## src/rtl/dacFrontPkg.sv

```systemverilog
package dacFrontPkg;

  typedef struct packed {
    logic shiftEn;
    logic loadInput;
    logic loadDacFromShift;
    logic loadDacFromInput;
    logic clearAll;
    logic clrLow;
  } strobeT;

endpackage

```

## src/rtl/dacFrontCtrl.sv

```systemverilog
module dacFrontCtrl
  import dacFrontPkg::*;
#(
  parameter int DATA_W      = 16,
  parameter int SYNC_STAGES = 2
) (
  input  logic   clk,
  input  logic   rstN,
  input  logic   csN,
  input  logic   sclk,
  input  logic   din,
  input  logic   ldacN,
  input  logic   clrN,
  output strobeT strb,
  output logic   dinSync,
  output logic   frameDone,
  output logic   frameFull
);

  localparam int PIN_N = 5;
  localparam int CS_I = 4, LDAC_I = 3, CLR_I = 2, SCLK_I = 1, DIN_I = 0;
  localparam logic [PIN_N-1:0] IDLE_VEC = 5'b11100;
  localparam int CNT_W = $clog2(DATA_W + 1);

  logic [PIN_N-1:0] pinRaw;
  logic [PIN_N-1:0] syncPipe [SYNC_STAGES];
  logic [PIN_N-1:0] pinNow, pinPrev;
  logic [CNT_W-1:0] bitCnt;
  logic csRise, csFall, sclkRise, ldacFall, clrFall;

  assign pinRaw = {csN, ldacN, clrN, sclk, din};

  generate
    for (genvar s = 0; s < SYNC_STAGES; s++) begin : g_sync
      always_ff @(posedge clk or negedge rstN) begin
        if (!rstN) syncPipe[s] <= IDLE_VEC;
        else if (s == 0) syncPipe[s] <= pinRaw;
        else syncPipe[s] <= syncPipe[(s == 0) ? 0 : s-1];
      end
    end
  endgenerate

  assign pinNow = syncPipe[SYNC_STAGES-1];

  always_ff @(posedge clk or negedge rstN) begin
    if (!rstN) pinPrev <= IDLE_VEC;
    else pinPrev <= pinNow;
  end

  assign csRise   =  pinNow[CS_I]   & ~pinPrev[CS_I];
  assign csFall   = ~pinNow[CS_I]   &  pinPrev[CS_I];
  assign sclkRise =  pinNow[SCLK_I] & ~pinPrev[SCLK_I];
  assign ldacFall = ~pinNow[LDAC_I] &  pinPrev[LDAC_I];
  assign clrFall  = ~pinNow[CLR_I]  &  pinPrev[CLR_I];
  assign dinSync  = pinNow[DIN_I];

  always_comb begin
    strb.shiftEn          = sclkRise & ~pinNow[CS_I];
    strb.loadInput        = csRise;
    strb.loadDacFromShift = csRise & ~pinNow[LDAC_I] & pinNow[CLR_I];
    strb.loadDacFromInput = ldacFall & pinNow[CLR_I];
    strb.clearAll         = clrFall;
    strb.clrLow           = ~pinNow[CLR_I];
  end

  always_ff @(posedge clk or negedge rstN) begin
    if (!rstN) bitCnt <= '0;
    else if (csFall) bitCnt <= '0;
    else if (strb.shiftEn && bitCnt != CNT_W'(DATA_W)) bitCnt <= bitCnt + 1'b1;
  end

  always_ff @(posedge clk or negedge rstN) begin
    if (!rstN) begin
      frameDone <= 1'b0;
      frameFull <= 1'b0;
    end else begin
      frameDone <= csRise;
      frameFull <= csRise && (bitCnt == CNT_W'(DATA_W));
    end
  end


  frame_pulse_chk: assert property (@(posedge clk) disable iff (!rstN)
    frameDone |=> !frameDone);

endmodule

```

## src/rtl/dacFrontData.sv

```systemverilog
module dacFrontData
  import dacFrontPkg::*;
#(
  parameter int DATA_W = 16
) (
  input  logic              clk,
  input  logic              rstN,
  input  strobeT            strb,
  input  logic              dinSync,
  input  logic              midClr,
  output logic [DATA_W-1:0] dacCode
);

  localparam logic [DATA_W-1:0] MID_CODE = DATA_W'(1) << (DATA_W - 1);

  logic [DATA_W-1:0] shiftReg, inputReg, dacReg, clearCode;

  assign clearCode = midClr ? MID_CODE : '0;

  always_ff @(posedge clk) begin
    if (strb.shiftEn) shiftReg <= {shiftReg[DATA_W-2:0], dinSync};
  end

  always_ff @(posedge clk or negedge rstN) begin
    if (!rstN) begin
      inputReg <= '0;
      dacReg   <= '0;
    end else if (strb.clearAll) begin
      inputReg <= clearCode;
      dacReg   <= clearCode;
    end else begin
      if (strb.loadInput) inputReg <= shiftReg;
      if (strb.loadDacFromShift) dacReg <= shiftReg;
      else if (strb.loadDacFromInput) dacReg <= inputReg;
    end
  end

  assign dacCode = dacReg;


  shift_idle_chk: assert property (@(posedge clk) disable iff (!rstN)
    !strb.shiftEn |=> $stable(shiftReg));


  clear_code_chk: assert property (@(posedge clk) disable iff (!rstN)
    strb.clearAll |=> (dacReg == $past(clearCode)) && (inputReg == $past(clearCode)));


  clr_hold_chk: assert property (@(posedge clk) disable iff (!rstN)
    (strb.clrLow && !strb.clearAll) |=> $stable(dacReg));


  ldac_copy_chk: assert property (@(posedge clk) disable iff (!rstN)
    (strb.loadDacFromInput && !strb.loadDacFromShift && !strb.clearAll)
      |=> (dacReg == $past(inputReg)));

endmodule

```

## src/rtl/segDecoder.sv

```systemverilog
module segDecoder #(
  parameter int DATA_W = 16,
  parameter int MSB_W  = 4,
  localparam int SEG_N = (1 << MSB_W) - 1,
  localparam int LSB_W = DATA_W - MSB_W
) (
  input  logic              clk,
  input  logic              rstN,
  input  logic [DATA_W-1:0] code,
  output logic [SEG_N-1:0]  segTherm,
  output logic [LSB_W-1:0]  ladderBits
);

  logic [MSB_W-1:0] msbVal;

  assign msbVal     = code[DATA_W-1 -: MSB_W];
  assign ladderBits = code[LSB_W-1:0];

  generate
    for (genvar i = 0; i < SEG_N; i++) begin : g_seg
      assign segTherm[i] = (msbVal > MSB_W'(i));
    end
  endgenerate


  therm_count_chk: assert property (@(posedge clk) disable iff (!rstN)
    $countones(segTherm) == int'(msbVal));


  therm_shape_chk: assert property (@(posedge clk) disable iff (!rstN)
    ((segTherm >> 1) & ~segTherm) == '0);

endmodule

```

## src/rtl/dacFrontEnd.sv

```systemverilog
module dacFrontEnd
  import dacFrontPkg::*;
#(
  parameter int DATA_W      = 16,
  parameter int MSB_W       = 4,
  parameter int SYNC_STAGES = 2,
  localparam int SEG_N = (1 << MSB_W) - 1,
  localparam int LSB_W = DATA_W - MSB_W
) (
  input  logic              clk,
  input  logic              rstN,
  input  logic              csN,
  input  logic              sclk,
  input  logic              din,
  input  logic              ldacN,
  input  logic              clrN,
  input  logic              midClr,
  output logic [DATA_W-1:0] dacCode,
  output logic [SEG_N-1:0]  segTherm,
  output logic [LSB_W-1:0]  ladderBits,
  output logic              frameDone,
  output logic              frameFull
);

  strobeT strb;
  logic   dinSync;

  dacFrontCtrl #(.DATA_W(DATA_W), .SYNC_STAGES(SYNC_STAGES)) ctrl_i (
    .clk(clk), .rstN(rstN), .csN(csN), .sclk(sclk), .din(din),
    .ldacN(ldacN), .clrN(clrN), .strb(strb), .dinSync(dinSync),
    .frameDone(frameDone), .frameFull(frameFull)
  );

  dacFrontData #(.DATA_W(DATA_W)) data_i (
    .clk(clk), .rstN(rstN), .strb(strb), .dinSync(dinSync),
    .midClr(midClr), .dacCode(dacCode)
  );

  segDecoder #(.DATA_W(DATA_W), .MSB_W(MSB_W)) seg_i (
    .clk(clk), .rstN(rstN), .code(dacCode),
    .segTherm(segTherm), .ladderBits(ladderBits)
  );

endmodule

```

## config.mk

```make
export PLATFORM = sky130hd
export DESIGN_NAME = dacFrontEnd
export DESIGN_NICKNAME = d
export VERILOG_FILES = /design/src/rtl/dacFrontPkg.sv /design/src/rtl/dacFrontCtrl.sv /design/src/rtl/dacFrontData.sv /design/src/rtl/segDecoder.sv /design/src/rtl/dacFrontEnd.sv
export SDC_FILE = /design/constraint.sdc
export NUM_CORES = 1
export LEC_CHECK = 0
export CORE_MARGIN = 3
export CORE_UTILIZATION = 30
export DETAILED_ROUTE_END_ITERATION = 10
export HOLD_SLACK_MARGIN = 0.08
export MAX_ROUTING_LAYER = met4
export SLEW_MARGIN = 10
export SYNTH_ARGS = -nofsm -noshare
export SYNTH_HDL_FRONTEND = slang
export SYNTH_SLANG_ARGS = --single-unit
```

## constraint.sdc

```tcl
create_clock -name clk -period 3.9 [get_ports clk]
set_clock_uncertainty 0.2 [all_clocks]
set_input_delay 0.975 -clock clk [delete_from_list [all_inputs] [get_ports clk]]
set_output_delay 0.975 -clock clk [all_outputs]
set_load 0.02 [all_outputs]
```

# Yosys cells after proc, flatten, opt, wreduce, memory -nomap -nowiden
# Index checks and enable logic that the tools add are counted.
word_totals:
  reg_bits: 70
  latchBits: 0
  ram_bits: 0
  rom_bits: 0
  inputBits: 8
  output_inout_bits: 45
  elab_cells: 54
  n_memories: 0
op_classes:
  add_sub_neg: 1
  n_mul: 0
  div: 0
  n_lt_le_gt_ge: 15
  eq_ne: 2
  shift: 0
  mux: 8
  bitwise_logic: 14
  n_reduce_logical: 5
ops:
  columns: ["cell", "n"]
  rows:
  - ["$mux W16", 6]
  - ["$gt A4 B4 Y1 const B", 7]
  - ["$gt A4 B3 Y1 const B", 4]
  - ["$mux W5", 2]
  - ["$and A1 B1 Y1", 9]
  - ["$gt A4 B1 Y1 const B", 2]
  - ["$gt A4 B2 Y1 const B", 2]
  - ["$add A5 B1 Y5 const B", 1]
  - ["$eq A5 B5 Y1 const B", 1]
  - ["$ne A5 B5 Y1 const B", 1]
  - ["$not A1 Y1", 5]
  - ["$reduce_bool A2 Y1", 2]
  - ["$reduce_bool A3 Y1", 1]
  - ["$logic_and A1 B1 Y1", 2]

# Depth between registers and ports, before layout
logic_depth:
  word_depth: 6
  mapped_depth: 5
  depth_no_buf: 5

# By module
# Synthesis repeated with hierarchy kept, for this count alone.
hier_totals:
  hier_cells: 235
  hier_area_um2: 2977.9
by_module_without_submodules:
  columns: ["mod", "instances", "cells_each", "area_per_inst_um2", "seq_area_each_um2"]
  rows:
  - ["dacFrontData", 1, 142, 1975.6, 1281.2]
  - ["dacFrontCtrl", 1, 57, 772.0, 536.8]
  - ["segDecoder", 1, 36, 230.2, 0.0]

# Worst setup path before layout
# Ideal clock, no wire load.
synth_timing:
  kind: "register -> output"
  from: "register data_i.dacReg[14] (netlist: data_i.dacCode[14])"
  to: "output segTherm[6]"
  arrival_time_ns: 1.228
  t_required_ns: 2.725
  slack_ns: 1.497
  stages_incl_launch_ff: 4
  path_cell_list: "dfrtp_1 -> clkbuf_1 -> a21o_1 -> o21a_1"
synth_via:
  elab_chain_cells: 1
synth_lines:
  columns: ["element", "line", "source"]
  rows:
  - ["from (decl)", "dacFrontData.sv:16", "logic [DATA_W-1:0] shiftReg, inputReg, dacReg, clearCode;"]
  - ["from (signal assigned)", "dacFrontData.sv:30", "dacReg <= clearCode;"]
  - ["from (signal assigned)", "dacFrontData.sv:33", "if (strb.loadDacFromShift) dacReg <= shiftReg;"]
  - ["from (signal assigned)", "dacFrontData.sv:34", "else if (strb.loadDacFromInput) dacReg <= inputReg;"]
  - ["$gt A4 B3 Y1", "segDecoder.sv:21", "assign segTherm[i] = (msbVal > MSB_W'(i));"]
  - ["to (decl)", "dacFrontEnd.sv:19", "output logic [SEG_N-1:0] segTherm,"]
# Every way passes these cells.

# Final worst setup path
layout_timing:
  from: "register data_i.dacReg[15] (netlist: data_i.dacCode[15])"
  to: "output segTherm[1]"
layout_via:
  elab_chain_cells: 1
layout_lines:
  columns: ["element", "line"]
  rows:
  - ["$gt A4 B1 Y1", "segDecoder.sv:21"]
# Every way passes these cells.

==> flow_summary.toml <==
[yosys]
yosysUniqueCellTypes = 38
synth-edff-count = 16
syn_inst = 234
syn_nets = 244
ys_warn_count = 0
syn_avg_cell_area_um2 = 12.15
ys_ff_latch = 69
synth_top_flop_cell = "dfrtp_1"
synth-async-reset-ratio_pct = 76.81
seq_area_frac_synth_pct = 63.95
synthesis.area_um2 = 2843

[critical_path]
cp_slowest_cell = "clkdlybuf4s50_1"
path_cells = "or3_1, clkdlybuf4s50_1"
crit_type = "reg -> out"
crit_buf_inv = 1
start_kind = "flip-flop"
cp.depth = 2
rrSetupSlack_ps = 1470
cp_top_family = "buffers and inverters"
critical_path.endpoint = "segTherm[1]"
rr_startpoint = "ctrl_i.pinPrev[4]"
end_kind = "output port"
r2r-end = "data_i.dacCode[12]"
slowest_delay_ps = 540
crit_arrival_ps = 1760
required_ps = 2720
path_max_fanout = 13
cp-startpoint = "data_i.dacCode[15]"
reg2reg_depth = 4

[clocking]
cts_hold_buf = 0
path_clk_slew_ps = 70
h-tree-depth = 3
cts_buffers = 9
root_buffer = "clkbuf_8"
cts_setup_buffers = 0
cts_tree = "built"
clock_latency_ps = 340
clock_sinks = 69
post_cts_resized = 0
ctsLongestPathBuffers = 2

[final_layout]
num_antenna_cells = 0
fill_cells = 858
layout-drive-gt1-share_pct = 12.54
fin_area_um2 = 3586
final_cell_count_no_fill = 405
nets = 284
syn2layout_area_growth_pct = 26.14

[timing]
fin_crit_ps = 2931
slew_violations = 0
holdWs_ps = 150.3
hold_violations = 0
setup-tns-final_ps = 0
rsz0062_at_grt = "false"
slew_headroom_pct = 41.08
max_freq_mhz = 341.2
finalCritPeriodShare_pct = 75.15
finalSetupViolCount = 0
max_slew.worst_pin.slew_ps = 882.0

[power_and_ir_drop]
finalPower_mw = 1.646
p_per_area_nw_per_um2 = 458.9
irDropWorstVdd_mv = 0.2554
p_leak_nw = 1.507

[floorplan]
num_rows = 34
die_area_um2 = 10680
die_y_um = 103.3
io_pins = 53
initial_core_util_pct = 31.67
die_w_um = 103.3
core_region_area_um2 = 8976

[placement]
io_buffers = 52
place_congestion = 0.8002
place_area_um2 = 3387
hpwlAfterDp_mm = 3.674
dpl.cell_count = 389

[global_route]
grt_pass1_vias = 1805
grt_max_degree = 35
grt_pass1_wl_mm = 9.170
grt_overflow = 0
antenna_found_initial = 0
track_usage_pct = 11.60

[detailed_routing]
wire_per_inst_um = 13.76
num_vias = 1847
drc = 0
routed_wl_mm = 5.572
dr.pass1.iters = 4
avgViaCountPerCell = 4.560
drt_iter0_drc = 100
drt.antenna.violating_nets = 0

[hold_path]
hold_class = "reg -> reg"

[run_status]
status = "finished, final reports clean"

[flow_run]
drv_cap = 0
## state kept, by name, summed over array words and instances, names as in the netlist
signal	flops
ctrl_i.bitCnt	5
data_i.dacCode	16
data_i.shiftReg	16
ctrl_i.pinPrev	4
ctrl_i.frameFull	1
data_i.inputReg	16
ctrl_i.frameDone	1
ctrl_i.pinNow	5
ctrl_i.syncPipe	5
## cell usage after synthesis, types with 2 or more instances
master / count / area [um^2]
a21boi_1: 4 / 30.03
a21oi_1: 16 / 80.08
a221o_1: 15 / 150.1
and3_1: 16 / 100.1
buf_2: 6 / 30.03
buf_4: 12 / 90.09
clkbuf_1: 6 / 22.52
dfrtp_1: 44 / 1101
dfstp_2: 9 / 236.5
edfxtp_1: 16 / 480.5
ha_1: 2 / 25.02
inv_1: 4 / 15.01
mux2i_1: 2 / 20.02
nand2_1: 37 / 138.9
nand2b_1: 3 / 18.77
nand3_1: 3 / 15.01
nand4bb_1: 2 / 22.52
nor2_1: 5 / 18.77
nor2b_1: 4 / 25.02
nor4bb_1: 2 / 20.02
o21a_1: 2 / 15.01
o21ai_0: 5 / 25.02
o21ai_1: 2 / 10.01
or3_1: 3 / 18.77
## worst register-to-register path: stages, from the launching register on
cell and delay, ps:
dfstp_2 550, nand2b_2 540, clkinv_4 320, o221ai_4 510, a221o_1 240
## final cells by class
class	count	area [um^2]	area share, %
clock buffers	9	123.9	3.454
well taps	126	157.7	4.396
repair buffers	55	538.0	15.00
flip-flops and latches	69	1818	50.70
inverters	6	27.53	0.7676
multi-input cells	133	845.8	23.59
clock inverters	7	75.07	2.094
## routing by layer
layer,global-route usage (%),routed length [um],up-vias
met1,14.48,2538,891
met4,2.689,29,0
li1,-,-,910
met3,4.494,276,2
met2,17.89,2728,44
met5,-,0,-
## cells by family (layout without fill, tap and decap cells)
kind of cell	after synthesis	in the layout	synth area share, %
AOI/OAI and AO/OA	49	49	12.98
adders and majority gates	2	2	0.8801
buffers and inverters	32	77	6.514
DFF	69	69	63.95
muxes	2	2	0.7043
and+or+nand+nor	80	80	14.96
## stage by stage
step / worst slack (ps) / util, %
6_report: 969.0 / 39.95
5_1_grt: 846.4 / 39.95
4_1_cts: 937.6 / 39.95
3_5_place_dp: 1315 / 37.73
3_3_place_gp: 1326 / 37.73
2_1_floorplan: 1497 / -
## worst min-delay path by stage
| stage | from | endpoint | depth (start not counted) |
|---|---|---|---|
| 5_1_grt | ctrl_i.syncPipe[8] | ctrl_i.pinNow[3] | 0 |
| 3_3_place_gp | ctrl_i.syncPipe[6] | ctrl_i.pinNow[1] | 0 |
| 2_1_floorplan | ctrl_i.syncPipe[5] | ctrl_i.pinNow[0] | 0 |
| 6_report | ctrl_i.syncPipe[5] | ctrl_i.pinNow[0] | 0 |
| 4_1_cts | ctrl_i.syncPipe[5] | ctrl_i.pinNow[0] | 0 |
| 3_5_place_dp | ctrl_i.syncPipe[5] | ctrl_i.pinNow[0] | 0 |
## report_power, final
part	switching [mW]	internal, mW	leakage [nW]	total, mW
clock network	0.279	0.298	0.104	0.577
registers	0.0358	0.783	0.820	0.818
logic	0.132	0.118	0.584	0.250
total	0.446	1.20	1.51	1.65
## placed cells by master (no fill, tap or decap), types with 2 or more instances in the layout
cell type        netlist  layout
a21boi_1               4       4
dfrtp_1               44      44
and3_1                16      16
nand2b_1               3       3
clkinv_4               1       4
o21a_1                 2       2
a21oi_1               16      16
edfxtp_1              16      16
nor2b_1                4       4
a221o_1               15      15
buf_4                 12       3
dfstp_2                9       9
ha_1                   2       2
clkdlybuf4s50_1        0      51
o21ai_0                5       5
inv_1                  4       4
nand2_1               37      37
nor2_1                 5       5
mux2i_1                2       2
nand4bb_1              2       2
clkinv_2               0       2
clkbuf_8               0       9
or3_1                  3       3
o21ai_1                2       2
nand3_1                3       3
No activity file was read; power rests on OpenSTA's default activity.
